$ cat config.mk
export PLATFORM = sky130hd
export DESIGN_NAME = memcfg_ctrl
export DESIGN_NICKNAME = d
export VERILOG_FILES = /design/src/rtl/memcfg_pkg.sv /design/src/rtl/memcfg_bank_regs.sv /design/src/rtl/memcfg_sticky_ctl.sv /design/src/rtl/memcfg_pin_guard.sv /design/src/rtl/memcfg_ctrl.sv
export SDC_FILE = /design/constraint.sdc
export NUM_CORES = 1
export LEC_CHECK = 0
export CAP_MARGIN = 20
export CORE_AREA = 2 2 94 96
export CTS_CLUSTER_DIAMETER = 30
export DETAILED_ROUTE_END_ITERATION = 7
export DIE_AREA = 0 0 96 98
export PLACE_DENSITY = 0.79
export SLEW_MARGIN = 30
export SYNTH_ARGS = -nofsm -noshare
export SYNTH_HDL_FRONTEND = slang
export SYNTH_SLANG_ARGS = --single-unit
$ cat constraint.sdc
create_clock -name clk -period 2.3 [get_ports clk]
set_input_delay 0.23 -clock clk [delete_from_list [all_inputs] [get_ports clk]]
set_output_delay 0.23 -clock clk [all_outputs]
set_load 0.01 [all_outputs]
$ cat src/rtl/memcfg_pkg.sv
package memcfg_pkg;

    localparam int NBANK  = 4;
    localparam int BANK_W = $clog2(NBANK);

    localparam logic [31:0] OFS_STATUS = 32'h20;
    localparam logic [31:0] OFS_LOCK   = 32'h24;
    localparam logic [31:0] OFS_STALL  = 32'h30;

    typedef enum logic [2:0] {
        SEL_NONE,
        SEL_BANK,
        SEL_STATUS,
        SEL_LOCK,
        SEL_STALL
    } sel_e;

    typedef struct packed {
        sel_e              sel;
        logic [BANK_W-1:0] bank;
    } dec_t;

    typedef struct packed {
        logic [3:0] ce_n;
        logic [1:0] oe_n;
        logic [1:0] wb_n;
        logic       addr1;
        logic       data_oe;
    } pin_t;

    localparam pin_t PIN_SAFE = '{ce_n: 4'hF, oe_n: 2'b11, wb_n: 2'b11,
                                  addr1: 1'b1, data_oe: 1'b0};

    // Map a byte offset to a register select; misaligned offsets map nowhere.
    function automatic dec_t decode_addr(input logic [31:0] a);
        dec_t d;
        d.sel  = SEL_NONE;
        d.bank = '0;
        if (a[1:0] == 2'b00 && a < 32'(NBANK * 4)) begin
            d.sel  = SEL_BANK;
            d.bank = a[BANK_W+1:2];
        end else if (a == OFS_STATUS) begin
            d.sel = SEL_STATUS;
        end else if (a == OFS_LOCK) begin
            d.sel = SEL_LOCK;
        end else if (a == OFS_STALL) begin
            d.sel = SEL_STALL;
        end
        return d;
    endfunction

    function automatic logic [31:0] status_word(input logic [NBANK-1:0] written,
                                                input logic lock,
                                                input logic stall);
        return {{(32-NBANK-2){1'b0}}, stall, lock, written};
    endfunction

endpackage

$ cat src/rtl/memcfg_bank_regs.sv
module memcfg_bank_regs
    import memcfg_pkg::*;
#(
    parameter int              CFG_W   = 16,
    parameter logic [CFG_W-1:0] CFG_RST = '0
) (
    input  logic                   clk,
    input  logic                   rst,
    input  logic                   wr_en,
    input  logic [BANK_W-1:0]      wr_bank,
    input  logic [CFG_W-1:0]       wr_data,
    input  logic                   locked,
    output logic [NBANK*CFG_W-1:0] cfg_flat,
    output logic [NBANK-1:0]       written
);

    for (genvar b = 0; b < NBANK; b++) begin : g_bank
        logic [CFG_W-1:0] cfg_q;
        logic             wr_q;
        logic             hit;

        assign hit = wr_en && !locked && (wr_bank == BANK_W'(b));

        always_ff @(posedge clk) begin
            if (rst) begin
                cfg_q <= CFG_RST;
                wr_q  <= 1'b0;
            end else if (hit) begin
                cfg_q <= wr_data;
                wr_q  <= 1'b1;
            end
        end

        assign cfg_flat[b*CFG_W +: CFG_W] = cfg_q;
        assign written[b]                 = wr_q;
    end

endmodule

$ cat src/rtl/memcfg_sticky_ctl.sv
module memcfg_sticky_ctl (
    input  logic clk,
    input  logic rst,
    input  logic lock_set,
    input  logic stall_set,
    output logic lock_q,
    output logic stall_q
);

    always_ff @(posedge clk) begin
        if (rst) begin
            lock_q  <= 1'b0;
            stall_q <= 1'b0;
        end else begin
            if (lock_set)  lock_q  <= 1'b1;
            if (stall_set) stall_q <= 1'b1;
        end
    end

endmodule

$ cat src/rtl/memcfg_pin_guard.sv
module memcfg_pin_guard
    import memcfg_pkg::*;
#(
    parameter int HI_W = 18
) (
    input  logic            rst,
    input  logic [HI_W-1:0] int_addr_hi,
    input  logic [HI_W-1:0] tg_addr_hi,
    input  pin_t            tg_pins,
    output logic [HI_W-1:0] mem_addr_hi,
    output pin_t            mem_pins
);

    always_comb begin
        if (rst) begin
            mem_pins    = PIN_SAFE;
            mem_addr_hi = int_addr_hi;
        end else begin
            mem_pins    = tg_pins;
            mem_addr_hi = tg_addr_hi;
        end
    end

endmodule

$ cat src/rtl/memcfg_ctrl.sv
module memcfg_ctrl
    import memcfg_pkg::*;
#(
    parameter int               AW      = 8,
    parameter int               CFG_W   = 16,
    parameter logic [CFG_W-1:0] CFG_RST = 16'h0F0F,
    parameter int               NREQ    = 4,
    parameter int               HI_W    = 18
) (
    input  logic            clk,
    input  logic            rst,
    input  logic            reg_wr,
    input  logic            reg_rd,
    input  logic [AW-1:0]   reg_addr,
    input  logic [31:0]     reg_wdata,
    output logic [31:0]     reg_rdata,
    input  logic [NREQ-1:0] arb_grant_in,
    output logic [NREQ-1:0] arb_grant_out,
    input  logic [HI_W-1:0] int_addr_hi,
    input  logic [HI_W-1:0] tg_addr_hi,
    input  logic            tg_addr1,
    input  logic [3:0]      tg_ce_n,
    input  logic [1:0]      tg_oe_n,
    input  logic [1:0]      tg_wb_n,
    input  logic            tg_data_oe,
    output logic [HI_W-1:0] mem_addr_hi,
    output logic            mem_addr1,
    output logic [3:0]      mem_ce_n,
    output logic [1:0]      mem_oe_n,
    output logic [1:0]      mem_wb_n,
    output logic            mem_data_oe
);

    dec_t                   dec;
    logic [NBANK*CFG_W-1:0] cfg_flat;
    logic [NBANK-1:0]       written;
    logic                   lock_q;
    logic                   stall_q;
    pin_t                   tg_pins;
    pin_t                   mem_pins;

    assign dec = decode_addr(32'(reg_addr));

    memcfg_bank_regs #(
        .CFG_W   (CFG_W),
        .CFG_RST (CFG_RST)
    ) bank_i (
        .clk      (clk),
        .rst      (rst),
        .wr_en    (reg_wr && dec.sel == SEL_BANK),
        .wr_bank  (dec.bank),
        .wr_data  (reg_wdata[CFG_W-1:0]),
        .locked   (lock_q),
        .cfg_flat (cfg_flat),
        .written  (written)
    );

    memcfg_sticky_ctl sticky_i (
        .clk       (clk),
        .rst       (rst),
        .lock_set  (reg_wr && dec.sel == SEL_LOCK  && reg_wdata[0]),
        .stall_set (reg_wr && dec.sel == SEL_STALL && reg_wdata[0]),
        .lock_q    (lock_q),
        .stall_q   (stall_q)
    );

    always_comb begin
        reg_rdata = '0;
        if (reg_rd) begin
            unique case (dec.sel)
                SEL_BANK:   reg_rdata = 32'(cfg_flat[dec.bank*CFG_W +: CFG_W]);
                SEL_STATUS: reg_rdata = status_word(written, lock_q, stall_q);
                default:    reg_rdata = '0;
            endcase
        end
    end

    // New grants are masked once stalled; in-flight transfers are untouched.
    assign arb_grant_out = stall_q ? '0 : arb_grant_in;

    assign tg_pins = '{ce_n: tg_ce_n, oe_n: tg_oe_n, wb_n: tg_wb_n,
                       addr1: tg_addr1, data_oe: tg_data_oe};

    memcfg_pin_guard #(
        .HI_W (HI_W)
    ) guard_i (
        .rst         (rst),
        .int_addr_hi (int_addr_hi),
        .tg_addr_hi  (tg_addr_hi),
        .tg_pins     (tg_pins),
        .mem_addr_hi (mem_addr_hi),
        .mem_pins    (mem_pins)
    );

    assign mem_ce_n    = mem_pins.ce_n;
    assign mem_oe_n    = mem_pins.oe_n;
    assign mem_wb_n    = mem_pins.wb_n;
    assign mem_addr1   = mem_pins.addr1;
    assign mem_data_oe = mem_pins.data_oe;

endmodule

---- After elaboration in Yosys (flattened, before gate mapping) ----
Index checks and enable logic that the tools add are counted.
storage, ports and cells
  bits in read-only memories .............. 0
  latch bits .............................. 0
  memories ................................ 0
  bits of input ports ..................... 94
  output and inout port bits .............. 64
  RAM bits ................................ 0
  word-level logic and storage cells ...... 46
  register bits ........................... 70
cells by class
  multiply operators ...................... 0
  $add $sub $neg .......................... 0
  mux-type cells .......................... 10
  shift-type cells ........................ 1
  divide/modulo/power cells ............... 0
  eq/ne operators ......................... 10
  bitwise logic cells ..................... 0
  $lt $le $gt $ge ......................... 1
  reductions and logical operators ........ 14
operators by type and width
  operator                                                                       count
  64-bit by 7-bit variable part select with 16-bit output                        1
  16-bit case mux with 2 select lines                                            1
  8-bit by 6-bit == test with 1-bit output (second input constant)               3
  18-bit 2-to-1 mux                                                              1
  16-bit 2-to-1 mux                                                              1
  3-bit 2-to-1 mux                                                               4
  1-bit logical AND                                                              11
  10-bit 2-to-1 mux                                                              1
  8-bit by 5-bit less-than comparator with 1-bit output (second input constant)  1
  3-bit by 2-bit == test with 1-bit output (second input constant)               2
  2-bit == test (second input constant)                                          2
  2-bit zero test                                                                2
  4-bit 2-to-1 mux                                                               1
  3-bit by 1-bit == test with 1-bit output (second input constant)               1
  3-bit == test (second input constant)                                          1
  2-bit by 1-bit == test with 1-bit output (second input constant)               1
  2-bit 2-to-1 mux                                                               1
  1-bit zero test                                                                1

---- Longest topological paths before layout ----
Gate-level depths: netlist (run 1).
  depth after elaboration ................. 9
  gate-level depth with buffers ........... 8
  depth with buffers taken out ............ 4

---- By module ----
Synthesis (run 1) repeated with hierarchy kept, for this count alone.
unflattened totals
  cell total of the unflattened synthesis .. 353
  area total of the unflattened synthesis .. 3844.9 µm²
by module, submodules not included
  module             cells each  times used  seq. area each (µm²)  area each (µm²)
  memcfg_bank_regs   246         1           1361.3                2633.8
  memcfg_ctrl        72          1           0.0                   805.8
  memcfg_pin_guard   31          1           0.0                   345.3
  memcfg_sticky_ctl  4           1           40.0                  60.1

---- Least setup slack after synthesis (run 1) ----
Ideal clock, no wire load.
  kind .................................... input to output
  start point ............................. input port reg_addr[1]
  end point ............................... output port reg_rdata[12]
  setup slack ............................. 0.170 ns
  buffers on the path ..................... 1
  data required time ...................... 2.070 ns
  data arrival time ....................... 1.900 ns
  cell stages on the path ................. 5
  path through ............................ or4_1 -> buf_2 -> nor3_2 -> nor2_1 -> a2111oi_0
on the way
  word-level cells in the longest chain between the ends .. 8
RTL lines
  element                                                                                        line               source
  start, declared                                                                                memcfg_ctrl.sv:14  input logic [AW-1:0] reg_addr,
  branches (longest 6 deep; another with 8-bit by 5-bit less-than comparator with 1-bit output)  -
  16-bit case mux with 2 select lines *                                                          memcfg_ctrl.sv:70  unique case (dec.sel)
  16-bit 2-to-1 mux *                                                                            memcfg_ctrl.sv:69  if (reg_rd) begin
  end, declared                                                                                  memcfg_ctrl.sv:16  output logic [31:0] reg_rdata,
Mark *: on every way between the ends.

---- Worst setup path in the final report (run 1) ----
  start point ............................. input port reg_addr[2]
  end point ............................... output port reg_rdata[5]
Same word-level chain as after synthesis.

==> results of run 1 <==
[cells in the mapped netlist, types with 6 or more instances]
cell,count,area share [%]
mux2_2,23,7.5
dfxtp_1,70,40
a222oi_1,9,2.6
mux2i_1,6,1.7
or2_2,10,1.8
nand3_1,11,1.6
nand2_1,61,6.6
nor3_1,33,4.8
a21oi_1,64,9.2
buf_4,17,3.7
clkbuf_1,19,2.1
nor2_1,31,3.3
nor2b_1,9,1.6
a21oi_2,7,1.8
nand2_2,7,1.3
buf_2,11,1.6
[cell type report]
type	instances	area [µm²]
Fill cell	730	3290
Multi-Input combinational cell	319	1870
Timing Repair Buffer	173	1570
Sequential cell	70	1400
Clock buffer	11	141
Tap cell	108	135
Clock inverter	4	47.5
Inverter	1	3.75
[worst max-delay path: stages]
cell and delay (ps):
clkdlybuf4s50_1 420, buf_4 190, nor4b_1 340, and3_2 330, nand2_1 100, o211ai_1 120
dlygate4sd2_1 300
[worst paths after layout]
kind                         startpoint                          to  slack [ps]  cells past startpoint
max                         reg_addr[2]                reg_rdata[5]          40                      7
min                                 rst   bank_i.g_bank[0].cfg_q[8]         450                      3
max reg2reg             sticky_i.lock_q   bank_i.g_bank[1].cfg_q[5]         650                      5
min reg2reg  bank_i.g_bank[0].cfg_q[14]  bank_i.g_bank[0].cfg_q[14]         450                      2
[registers in the layout, summed over array words and instances (netlist names)]
register,cells
bank_i.g_bank.cfg_q,64
bank_i.g_bank.wr_q,4
sticky_i.lock_q,1
sticky_i.stall_q,1
[cells by family after synthesis]
logic type             after synthesis  synth area share, %
buffers and inverters               52                 8.28
other                                1                0.108
multiplexers                        29                 9.18
AND/OR/NAND/NOR                    180                 25.8
flip-flops                          70                 40.3
AO/OA/AOI/OAI                       94                 16.3
[power by group through the flow]
stage / logic, µW / clock network [µW] / registers [µW]
6_report: 433 / 974 / 1210
2_1_floorplan: 175 / 0 / 1240
5_1_grt: 460 / 1050 / 1210
3_5_place_dp: 429 / 0 / 1240
4_1_cts: 433 / 986 / 1210
3_3_place_gp: 421 / 0 / 1240
[layout by cell type (no fill, tap or decap), types with 2 or more instances in the layout]
cell type,netlist,layout
nand4_1,3,3
nand3_1,11,10
clkinv_2,0,2
buf_12,0,3
a222oi_1,9,9
or2_2,10,9
nor3_1,33,33
mux2_2,23,23
buf_4,17,45
a21oi_1,64,64
buf_2,11,10
clkbuf_2,0,4
a31oi_1,2,2
nand2_2,7,7
nor4_4,2,2
o211ai_1,2,2
dlygate4sd2_1,0,4
o21ai_1,4,4
a2111oi_0,4,2
nand2_1,61,61
nor2b_1,9,9
conb_1,1,16
dfxtp_1,70,70
a21oi_2,7,7
nor2_1,31,31
clkbuf_8,0,10
clkdlybuf4s50_1,0,104
mux2i_1,6,6
nand2b_1,2,2
and4_1,3,3
[metal layers]
layer / vias to the layer above / global-route usage (%) / share of wire [%]
met5: - / 0 / 0
met1: 1667 / 30.4 / 42
met3: 21 / 3.16 / 5.2
li1: 1758 / - / -
met4: 0 / 9.78 / 2.3
met2: 160 / 39.7 / 51
[per-stage QoR]
step	setup TNS, ps	power (µW)
after CTS	0	2630
after global placement	-10670	1660
after global routing	-41.0	2730
final	0	2620
after floorplan	0	1420
after detailed placement	-12390	1670
[repair_timing]
action                                 in CTS  in global routing
gates cloned                                0                  0
pin swaps                                   7                  7
endpoints found under the hold margin       0                  0
hold buffers                                0                  0
setup endpoints to repair                  16                 10
gates resized for setup                    58                 13
setup buffers                               4                  0
==> flow_summary.ini, run 1 <==
[status]
status = completed

[cts]
cts_tree = built
cts_buffers = 9
path_clk_slew_ps = 70
htree_levels = 3
cts.sinks = 70
root_buffer = clkbuf_8
cts_buffer_depth = 2
clock_latency_ps = 340

[global_routing]
grt_antenna_before_repair = 0
grt_pass1_wl_mm = 17.6
grt_usage_pct = 23.8
grt_max_degree = 57
grt_pass1_vias = 3551
overflow = 0

[route]
wl_per_cell_um = 15.9
ant_nets = 0
dr.pass1.iters = 5
drtIter0Drc = 322
vias_per_cell = 5.26
drc = 0
drt-total-wl_mm = 10.9
route.vias.total = 3606

[cells_and_area]
drive_gt1_share_pct = 23.2
syn2layout_area_growth_pct = 49.0
fin_cells = 686
nets = 668
fin_area_mm2 = 0.00518
diodes = 0
fin_util_pct = 61.2

[critical_path]
crit_path_start_kind = input pin
cp.arrival_ps = 2030
worstPathRequired_ps = 2070
crit_fanout = 10
cp-end-kind = primary output
critPathKind = in -> out

[placed_design]
post-place-ws_ps = -765
port_buffers = 125
dp_cells = 667
placed_area_mm2 = 0.00500
gp_congestion = 0.836
place_hpwl_mm = 7.96

[sta]
rsz0062_at_grt = yes
finalHoldViolCount = 0
min_period_ps = 2260
relSlewSlack_pct = 58.6
fin_crit_sh_pct = 98.4
fmaxAchievable_ghz = 0.442
setup-violations-final = 0
drv_slew = 0
tightest_slew_ps = 622
setup_slack_ps = 36.7
skew_ps = 5.64
timing.hold.ws_ps = 452

[floorplan]
die_h_um = 98
core_area_mm2 = 0.00847
dieArea_mm2 = 0.00941
rows = 34
ios = 158
start_util_pct = 41.1
die_w_um = 96

[power_and_ir_drop]
intPower_uw = 1980
combPwrFrac_pct = 16.5
pwr_density_cell_mw_per_mm2 = 506
ir_drop_v = 0.000344
sw_frac_of_total_pct = 24.3
pwr-share-seq_pct = 46.3
leakage_uw = 0.00195
switchingPower_uw = 636
p_clk_share_pct = 37.2

[synth]
synth_edf_count = 0
synthesis.area_per_instance_um2 = 8.16
synthCells = 426
ys_warn_count = 0
yosysSeqAreaShare_pct = 40.3
synth_ff_type = dfxtp_1
ys_seq_elements = 70
syn-cell-area_mm2 = 0.00348
ys_types = 36
async_reset_ff_share_pct = 0

[min_path]
hold_path.class = in -> reg

[run]
drv_cap = 0
Power figures use the tool's default switching activity.
==> inputs of run 2 (changes only) <==
--- a/config.mk
+++ b/config.mk
@@ -5,12 +5,13 @@
 export SDC_FILE = /design/constraint.sdc
 export NUM_CORES = 1
 export LEC_CHECK = 0
+export ABC_AREA = 1
 export CAP_MARGIN = 20
-export CORE_AREA = 2 2 94 96
+export CORE_AREA = 2 2 98 100
 export CTS_CLUSTER_DIAMETER = 30
 export DETAILED_ROUTE_END_ITERATION = 7
-export DIE_AREA = 0 0 96 98
-export PLACE_DENSITY = 0.79
+export DIE_AREA = 0 0 100 102
+export PLACE_DENSITY = 0.77
 export SLEW_MARGIN = 30
 export SYNTH_ARGS = -nofsm -noshare
 export SYNTH_HDL_FRONTEND = slang
==> flow_summary.ini, run 2 <==
[cts]
cts_buffers = 9
root_buffer = clkbuf_8
cts.sinks = 70
cts_hold_buf = 0
cts_tree = built
htree_levels = 3
path_clk_slew_ps = 70
clock_latency_ps = 350
cts_buffer_depth = 2

[critical_path]
startpoint = reg_addr[7]
critical_path.cell_chain = clkdlybuf4s50_1 > nor2_4 > nand3_4 > nor2_4 > buf_12 > nand2_1 > nand2_1 > a21oi_1 > nor2_1 > dlygate4sd2_1
crit_fanout = 12
slowest_delay_ps = 440
crit_path_start_kind = input pin
cp.arrival_ps = 1930
worstRegToRegCells = 5
worstPathRequired_ps = 2070
r2r-start = sticky_i.lock_q
r2r_setup_slack_ps = 650
r2r-end = bank_i.g_bank[0].cfg_q[15]
cp-end-kind = primary output
slowest_stage = clkdlybuf4s50_1
crit_end = reg_rdata[14]
critPathKind = in -> out

[synth]
synth-compound-area-share_pct = 4.99
synth_top_area_cell = dfxtp_1
synth_top_area_share_pct = 36.8
synth-xor-area-share_pct = 0
synthTopCellsByArea = dfxtp_1, nand2_1, nand3_1, nor2_1, buf_4
synthTopCellsByCount = nand2_1, nand3_1, dfxtp_1, nor2_1, inv_1
synthesis.area_per_instance_um2 = 6.34
synth_ff_type = dfxtp_1
synth_edf_count = 0
ys_warn_count = 0
synth_top_family_by_area = simple AND/OR/NAND/NOR gates
synthCells = 601
synth-simple-area-share_pct = 48.1
async_reset_ff_share_pct = 0
synthAdderAreaFrac_pct = 0
muxShareOfSynthArea_pct = 0
syn-cell-area_mm2 = 0.00381
yosysSeqAreaShare_pct = 36.8
ys_seq_elements = 70
ys_types = 25
synth_most_common_cell = nand2_1

[power_and_ir_drop]
ir_drop_v = 0.000252
pwr_density_cell_mw_per_mm2 = 457
leakage_uw = 0.00263
total_power_uw = 2500

[placed_design]
place_hpwl_mm = 8.41
dp_cells = 839
gp_congestion = 0.890
port_buffers = 125
placed_area_mm2 = 0.00529

[sta]
skew_ps = 4.52
tightest_slew_ps = 571
setup-violations-final = 0
fmaxAchievable_ghz = 0.463
rsz0062_at_grt = no
finalHoldViolCount = 0
drv_slew = 0
timing.hold.ws_ps = 456
fin_crit_sh_pct = 94.0
relSlewSlack_pct = 61.9
min_period_ps = 2160

[floorplan]
ios = 158
dieArea_mm2 = 0.0102
core_area_mm2 = 0.00911
start_util_pct = 41.8
die_w_um = 100
rows = 35
die_h_um = 102

[route]
route.vias.total = 4325
wl_per_cell_um = 13.7
dr.pass1.iters = 5
drc = 0
drt-total-wl_mm = 11.8
vias_per_cell = 5.05
ant_nets = 0
drtIter0Drc = 252

[global_routing]
grt_pass1_vias = 3946
overflow = 0
busiest_layer = met2
grt_use_met2_pct = 38.3
met3_usage_pct = 6.63
grt_use_met1_pct = 29.5
grt_pass1_wl_mm = 18.8
grt_usage_pct = 23.3
grt_antenna_before_repair = 2
grt_max_degree = 57

[cells_and_area]
regMostFlops = bank_i.g_bank.cfg_q
syn2layout_area_growth_pct = 43.2
drive_gt1_share_pct = 10.6
fin_cells = 857
nets = 835
top_regs = bank_i.g_bank.cfg_q (64), bank_i.g_bank.wr_q (4)
fin_area_mm2 = 0.00546
diodes = 0
final_common_cell = nand2_1
largest_reg_flops = 64
final_cell_mix = nand2_1, clkdlybuf4s50_1, nand3_1

[status]
status = completed

[run]
drv_cap = 0

[min_path]
hold_path.class = reg -> reg
## run 2: where the power goes
part | total (µW) | switching, µW | internal [µW]
combinational | 415 | 189 | 226
sequential | 1220 | 1.58 | 1210
clock | 864 | 478 | 387
total | 2500 | 668 | 1830
## run 2: per-stage QoR
step	TNS (ps)	setup slack, ps	utilization, %
CTS	0	126	59.8
floorplan	0	752	-
detailed placement	-1400	-135	58.1
global route	0	0.170	59.9
global placement	-1100	-113	58.1
finish	0	139	59.9
## run 2: worst max-delay path, delay by kind of cell
kind | cells | cell delay [ps]
buffers and inverters | 3 | 880
AND/OR/NAND/NOR | 6 | 760
AO/OA/AOI/OAI | 1 | 40
## run 2: worst min-delay path by stage
stage                                   start  cells past startpoint                   endpoint
finish                  bank_i.g_bank[2].wr_q                      2      bank_i.g_bank[2].wr_q
global route        bank_i.g_bank[0].cfg_q[9]                      2  bank_i.g_bank[0].cfg_q[9]
CTS                     bank_i.g_bank[2].wr_q                      2      bank_i.g_bank[2].wr_q
detailed placement  bank_i.g_bank[2].cfg_q[9]                      2  bank_i.g_bank[2].cfg_q[9]
global placement    bank_i.g_bank[2].cfg_q[1]                      2  bank_i.g_bank[2].cfg_q[1]
floorplan                        reg_wdata[0]                      2  bank_i.g_bank[1].cfg_q[0]
## run 2: final cells by class
class                           instances  area [µm²]
Multi-Input combinational cell        471        2090
Inverter                               30         113
Tap cell                              111         139
Clock inverter                          6        38.8
Fill cell                             833        3650
Clock buffer                           10         128
Timing Repair Buffer                  159        1550
Sequential cell                        70        1400
## run 2: logic make-up after synthesis
group           count (synthesis)
simple gates                  417
buf+inv                        75
flops                          70
other cells                     1
compound gates                 38
## run 2: routing by layer
| layer | part of all wire [%] | wire length (µm) |
|---|---|---|
| met1 | 41 | 4800 |
| met2 | 45 | 5300 |
| met3 | 12 | 1450 |
| met4 | 1.8 | 212 |
| met5 | 0 | 0 |
## run 2: what timing repair did
item                       in CTS  in global routing
setup endpoints to repair      16                  1
gates cloned                    0                  0
gates resized for setup        17                  0
pin swaps                       1                  0
setup buffers                   0                  2
